$ cat config.mk
export PLATFORM = sky130hd
export DESIGN_NAME = flag_cond_unit
export DESIGN_NICKNAME = d
export VERILOG_FILES = /design/src/rtl/flag_cond_pkg.sv /design/src/rtl/flag_mode_dec.sv /design/src/rtl/flag_store.sv /design/src/rtl/cond_eval.sv /design/src/rtl/flag_cond_unit.sv
export SDC_FILE = /design/constraint.sdc
export NUM_CORES = 1
export LEC_CHECK = 0
export BUFFER_PORTS_ARGS = -buffer_cell sky130_fd_sc_hd__buf_2
export CAP_MARGIN = 20
export CORE_AREA = 5 5 42 44
export DETAILED_ROUTE_END_ITERATION = 8
export DIE_AREA = 0 0 47 49
export GPL_ROUTABILITY_DRIVEN = 0
export GPL_TIMING_DRIVEN = 0
export PLACE_DENSITY = 0.52
export SLEW_MARGIN = 25
export SYNTH_ARGS = -nofsm -noshare
export SYNTH_HDL_FRONTEND = slang
export SYNTH_SLANG_ARGS = --single-unit
export TNS_END_PERCENT = 100
$ cat constraint.sdc
create_clock -name clk_i -period 1.8 [get_ports clk_i]
set_clock_uncertainty 0.2 [all_clocks]
set_input_delay 0.18 -clock clk_i [delete_from_list [all_inputs] [get_ports clk_i]]
set_output_delay 0.18 -clock clk_i [all_outputs]
set_load 0.05 [all_outputs]
$ cat src/rtl/flag_cond_pkg.sv
package flag_cond_pkg;
  typedef enum logic [2:0] {
    CLS_OTHER  = 3'd0,
    CLS_ALU    = 3'd1,
    CLS_ALU_CY = 3'd2,
    CLS_CMP    = 3'd3,
    CLS_CMP_CY = 3'd4,
    CLS_SHIFT  = 3'd5,
    CLS_ROT    = 3'd6
  } op_cls_e;

  typedef enum logic [1:0] {
    FW_HOLD = 2'd0,
    FW_LOAD = 2'd1,
    FW_UP   = 2'd2,
    FW_DOWN = 2'd3
  } fw_mode_e;

  typedef enum logic [1:0] {
    CY_ALU = 2'd0,
    CY_SHL = 2'd1,
    CY_SHR = 2'd2
  } cy_src_e;

  typedef enum logic [1:0] {
    CS_ZERO   = 2'd0,
    CS_SIGN   = 2'd1,
    CS_NCARRY = 2'd2,
    CS_ALWAYS = 2'd3
  } cond_sel_e;

  typedef struct packed {
    logic s;
    logic z;
    logic c;
  } flags_t;
endpackage

$ cat src/rtl/flag_mode_dec.sv
module flag_mode_dec
  import flag_cond_pkg::*;
(
  input  logic     step_i,
  input  op_cls_e  cls_i,
  input  logic     dst_gp_i,
  input  logic     dir_i,
  output fw_mode_e mode_o,
  output cy_src_e  cy_src_o,
  output logic     chain_o,
  output logic     with_cy_o
);
  always_comb begin
    mode_o    = FW_HOLD;
    cy_src_o  = CY_ALU;
    with_cy_o = (cls_i == CLS_ALU_CY) || (cls_i == CLS_CMP_CY);
    chain_o   = with_cy_o;
    unique case (cls_i)
      CLS_ALU, CLS_ALU_CY, CLS_CMP, CLS_CMP_CY:
        if (step_i && dst_gp_i) mode_o = FW_LOAD;
      CLS_SHIFT: begin
        if (step_i) mode_o = FW_LOAD;
        cy_src_o = dir_i ? CY_SHR : CY_SHL;
      end
      CLS_ROT:
        if (step_i) mode_o = dir_i ? FW_DOWN : FW_UP;
      default: mode_o = FW_HOLD;
    endcase
  end
endmodule

$ cat src/rtl/flag_store.sv
module flag_store
  import flag_cond_pkg::*;
(
  input  logic     clk_i,
  input  logic     rst_ni,
  input  fw_mode_e mode_i,
  input  cy_src_e  cy_src_i,
  input  logic     chain_i,
  input  logic     res_neg_i,
  input  logic     res_zero_i,
  input  logic     alu_cout_i,
  input  logic     shl_out_i,
  input  logic     shr_out_i,
  input  logic     rot_in_i,
  output flags_t   flags_o
);
  flags_t q, d;
  logic   cy_new;

  always_comb begin
    unique case (cy_src_i)
      CY_SHL:  cy_new = shl_out_i;
      CY_SHR:  cy_new = shr_out_i;
      default: cy_new = alu_cout_i;
    endcase
  end

  always_comb begin
    d = q;
    unique case (mode_i)
      FW_LOAD: begin
        d.s = res_neg_i;
        d.z = chain_i ? (res_zero_i & q.z) : res_zero_i;
        d.c = cy_new;
      end
      FW_UP: begin
        d.z = q.c;
        d.s = q.z;
        d.c = rot_in_i;
      end
      FW_DOWN: begin
        d.s = q.c;
        d.z = q.s;
        d.c = q.z;
      end
      default: d = q;
    endcase
  end

  always_ff @(posedge clk_i or negedge rst_ni) begin
    if (!rst_ni) q <= '0;
    else         q <= d;
  end

  assign flags_o = q;
endmodule

$ cat src/rtl/cond_eval.sv
module cond_eval
  import flag_cond_pkg::*;
(
  input  flags_t    flags_i,
  input  cond_sel_e sel_i,
  input  logic      inv_i,
  input  logic      idx_test_i,
  input  logic      ix_zero_i,
  output logic      cond_o
);
  logic flag_bit;

  always_comb begin
    unique case (sel_i)
      CS_ZERO:   flag_bit = flags_i.z;
      CS_SIGN:   flag_bit = flags_i.s;
      CS_NCARRY: flag_bit = ~flags_i.c;
      default:   flag_bit = 1'b1;
    endcase
  end

  assign cond_o = (idx_test_i ? ix_zero_i : flag_bit) ^ inv_i;
endmodule

$ cat src/rtl/flag_cond_unit.sv
module flag_cond_unit
  import flag_cond_pkg::*;
(
  input  logic       clk_i,
  input  logic       rst_ni,
  input  logic       step_i,
  input  logic [2:0] op_cls_i,
  input  logic       dst_gp_i,
  input  logic       dir_i,
  input  logic       res_neg_i,
  input  logic       res_zero_i,
  input  logic       alu_cout_i,
  input  logic       shl_out_i,
  input  logic       shr_out_i,
  input  logic       rot_in_i,
  input  logic [1:0] cond_sel_i,
  input  logic       cond_inv_i,
  input  logic       idx_test_i,
  input  logic       ix_zero_i,
  output logic       sign_o,
  output logic       zero_o,
  output logic       carry_o,
  output logic       cond_o,
  output logic       cy_in_o
);
  fw_mode_e mode;
  cy_src_e  cy_src;
  logic     chain, with_cy;
  flags_t   flags;

  flag_mode_dec u_dec (
    .step_i    (step_i),
    .cls_i     (op_cls_e'(op_cls_i)),
    .dst_gp_i  (dst_gp_i),
    .dir_i     (dir_i),
    .mode_o    (mode),
    .cy_src_o  (cy_src),
    .chain_o   (chain),
    .with_cy_o (with_cy)
  );

  flag_store u_store (
    .clk_i      (clk_i),
    .rst_ni     (rst_ni),
    .mode_i     (mode),
    .cy_src_i   (cy_src),
    .chain_i    (chain),
    .res_neg_i  (res_neg_i),
    .res_zero_i (res_zero_i),
    .alu_cout_i (alu_cout_i),
    .shl_out_i  (shl_out_i),
    .shr_out_i  (shr_out_i),
    .rot_in_i   (rot_in_i),
    .flags_o    (flags)
  );

  cond_eval u_cond (
    .flags_i    (flags),
    .sel_i      (cond_sel_e'(cond_sel_i)),
    .inv_i      (cond_inv_i),
    .idx_test_i (idx_test_i),
    .ix_zero_i  (ix_zero_i),
    .cond_o     (cond_o)
  );

  assign sign_o  = flags.s;
  assign zero_o  = flags.z;
  assign carry_o = flags.c;
  assign cy_in_o = with_cy & flags.c;
endmodule

==> flow_metrics.py <==
metrics = {
    "power": {
        "intPower_w": 0.000253,
        "pwr-share-clk_pct": 27.4,
        "switchingPower_w": 0.000179,
        "vdd_drop_max_mv": 0.219,
        "leakagePower_nw": 0.253,
        "switching_share_pct": 41.4,
        "comb_power_share_pct": 51.7,
        "power_density_mw_per_mm2": 794,
        "p_seq_share_pct": 20.9,
    },
    "routing": {
        "first_pass_iters": 3,
        "vias": 405,
        "drtIter0Drc": 3,
        "route.detailed.wl_per_inst_um": 12.1,
        "drc": 0,
        "antenna_left": 0,
        "wl_mm": 1.00,
        "viasPerCell": 4.88,
    },
    "final_layout": {
        "diodes": 0,
        "final_cell_mix": "21 x buf_2, 4 x nor2_1, 3 x nor2b_1, 3 x clkbuf_4, 3 x dfrtp_1",
        "drive_gt1_share_pct": 52.2,
        "area_delta_synth_final_pct": 59.9,
        "final_util_pct": 38.8,
        "largest_reg_flops": 3,
        "nets": 87,
        "layout_commonest_cell": "buf_2",
    },
    "timing": {
        "holdWs_ns": 0.0662,
        "timing.fmax_mhz": 551,
        "finalSetupViolations": 1,
        "post-route-period-util_pct": 101,
        "slew_violations": 0,
        "setup_ws_ns": -0.0146,
        "rsz0062_at_grt": "yes",
        "fin_setup_tns_ns": -0.0146,
        "hold_violations": 0,
        "fin_crit_ns": 1.81,
        "tightest_slew_ns": 0.562,
        "relSlewSlack_pct": 62.4,
    },
    "critical_path": {
        "crit_type": "reg -> out",
        "cp.required_ns": 1.42,
        "cp.depth": 6,
        "slowest_delay_ns": 0.37,
        "crit_arrival_ns": 1.43,
        "r2r_cells": 3,
        "end_kind": "output port",
        "r2r_setup_slack_ns": 0.35,
        "crit_slowest_cell": "dfrtp_1",
        "critPathLaunchType": "flop",
        "cp_cell_sequence": "nor2b_1 -> nor3_1 -> a211oi_1 -> a21oi_2 -> xnor2_2 -> buf_6",
        "critical_path_buf_inv_count": 1,
        "path_delay_family": "flip-flops",
        "crit_fanout": 2,
    },
    "run_status": {
        "status": "finished with violations",
        "violations": "negative setup slack",
    },
    "placement": {
        "port-buffer-count": 22,
    },
    "logic_synthesis": {
        "yosysWarnings": 0,
        "synthDistinctLibCells": 24,
        "synth_edf_count": 0,
        "synth_nets": 57,
        "syn_area_per_cell_um2": 8.96,
        "ys_seq_area_share_pct": 22.1,
        "post_synth_instance_area_um2": 340,
        "synth_seq_cells": 3,
        "ys_async_sr_fraction_pct": 100,
        "synthFlopType": "dfrtp_1",
        "synthesis.instances": 38,
    },
    "global_route": {
        "grt_pass1_vias": 392,
        "grt_overflow": 0,
        "antenna_found_initial": 0,
        "grt_first_pass_wirelength_mm": 1.45,
        "grt_start_max_net_pins": 10,
        "track_usage_pct": 9.16,
    },
    "clocking": {
        "cts-buffers-inserted": 3,
        "clkLatencyLatePin_ns": 0.24,
        "htreeDepth": 1,
        "path_clk_slew_ns": 0.03,
        "clock_path_buffers": 2,
        "cts_sinks": 3,
        "cts_tree": "built",
        "root_buffer": "clkbuf_4",
    },
    "hold_path": {
        "hp-class": "in -> async",
    },
    "floorplan": {
        "die_area_mm2": 0.00230,
        "fp.coreArea_mm2": 0.00140,
        "die_w_um": 47,
        "start_util_pct": 24.3,
        "row_count": 14,
        "io_pins": 24,
        "fp.dieH_um": 49,
    },
    "job": {
        "cap_violations": 0,
    },
}
[synth_stat cells (2+ instances only)]
cell type,instances,area (um2)
nor3b_1,2,15.0
a211oi_1,2,15.0
a221o_1,2,20.0
nor2_1,4,15.0
a21oi_1,2,10.0
nand2_1,2,7.51
xnor2_1,2,17.5
mux2_1,2,22.5
nor2b_1,3,18.8
dfrtp_1,3,75.1
[per-layer routing]
metal  track usage (%)  vias to the layer above  wire (um)
met2              13.8                       23        449
met5                 0                        -          0
met4              11.1                        0         50
li1                  -                      206          -
met3             0.369                        4        106
met1              9.69                      172        398
[stage by stage]
step / std cells / cell area, um2 / setup slack [ns] / power (W)
finish: 83 / 544 / -0.0146 / 0.000432
global route: 83 / 544 / -0.101 / 0.000460
CTS: 83 / 544 / -0.0297 / 0.000439
detailed placement: 76 / 483 / -0.0240 / 0.000293
global placement: 76 / 483 / -0.0154 / 0.000292
floorplan: 38 / 353 / -0.264 / 0.000235
[cell families after synthesis]
group	share of synthesized area [%]
AOI/OAI and AO/OA	29.8
xor gates and xnor gates	5.15
buffers and inverters	3.31
DFF	22.1
muxes	9.56
and+or+nand+nor	30.1
[final timing paths]
check / from / to
max in group asynchronous: rst_ni / u_store.flags_o[0]
setup / recovery: u_store.flags_o[1] / cond_o
hold / removal: rst_ni / u_store.flags_o[2]
hold reg to reg: u_store.flags_o[2] / u_store.flags_o[2]
min in group clk_i: res_zero_i / u_store.flags_o[1]
setup reg to reg: u_store.flags_o[0] / u_store.flags_o[1]
[power by group through the flow]
| stage | sequential [W] | clock (W) | combinational (W) |
|---|---|---|---|
| 5_1_grt | 0.0000931 | 0.000132 | 0.000235 |
| 3_5_place_dp | 0.000100 | 0 | 0.000193 |
| 6_report | 0.0000904 | 0.000119 | 0.000223 |
| 2_1_floorplan | 0.000144 | 0 | 0.0000911 |
| 3_3_place_gp | 0.000102 | 0 | 0.000191 |
| 4_1_cts | 0.0000908 | 0.000123 | 0.000225 |
[repair_timing]
item                                    4_1_cts  5_1_grt
endpoints found under the setup margin        1        1
setup buffers                                 2        0
gates resized for setup                       3        0
pin swaps                                     2        0
hold buffers                                  1        0
endpoints found under the hold margin         3        0
gates cloned                                  0        0
[final cells by class]
class | count | area (um2)
Clock buffer | 4 | 26.3
Fill cell | 164 | 857
Tap cell | 16 | 20.0
Multi-Input combinational cell | 34 | 270
Timing Repair Buffer | 25 | 141
Buffer | 1 | 11.3
Sequential cell | 3 | 75.1
[worst reg2reg max path, delay by kind of cell, from the launching register on]
family | cells | cell delay [ns]
AOI/OAI and AO/OA | 1 | 0.32
buffers and inverters | 1 | 0.15
DFF | 1 | 0.37
muxes | 1 | 0.28
Power figures use the tool's default switching activity.
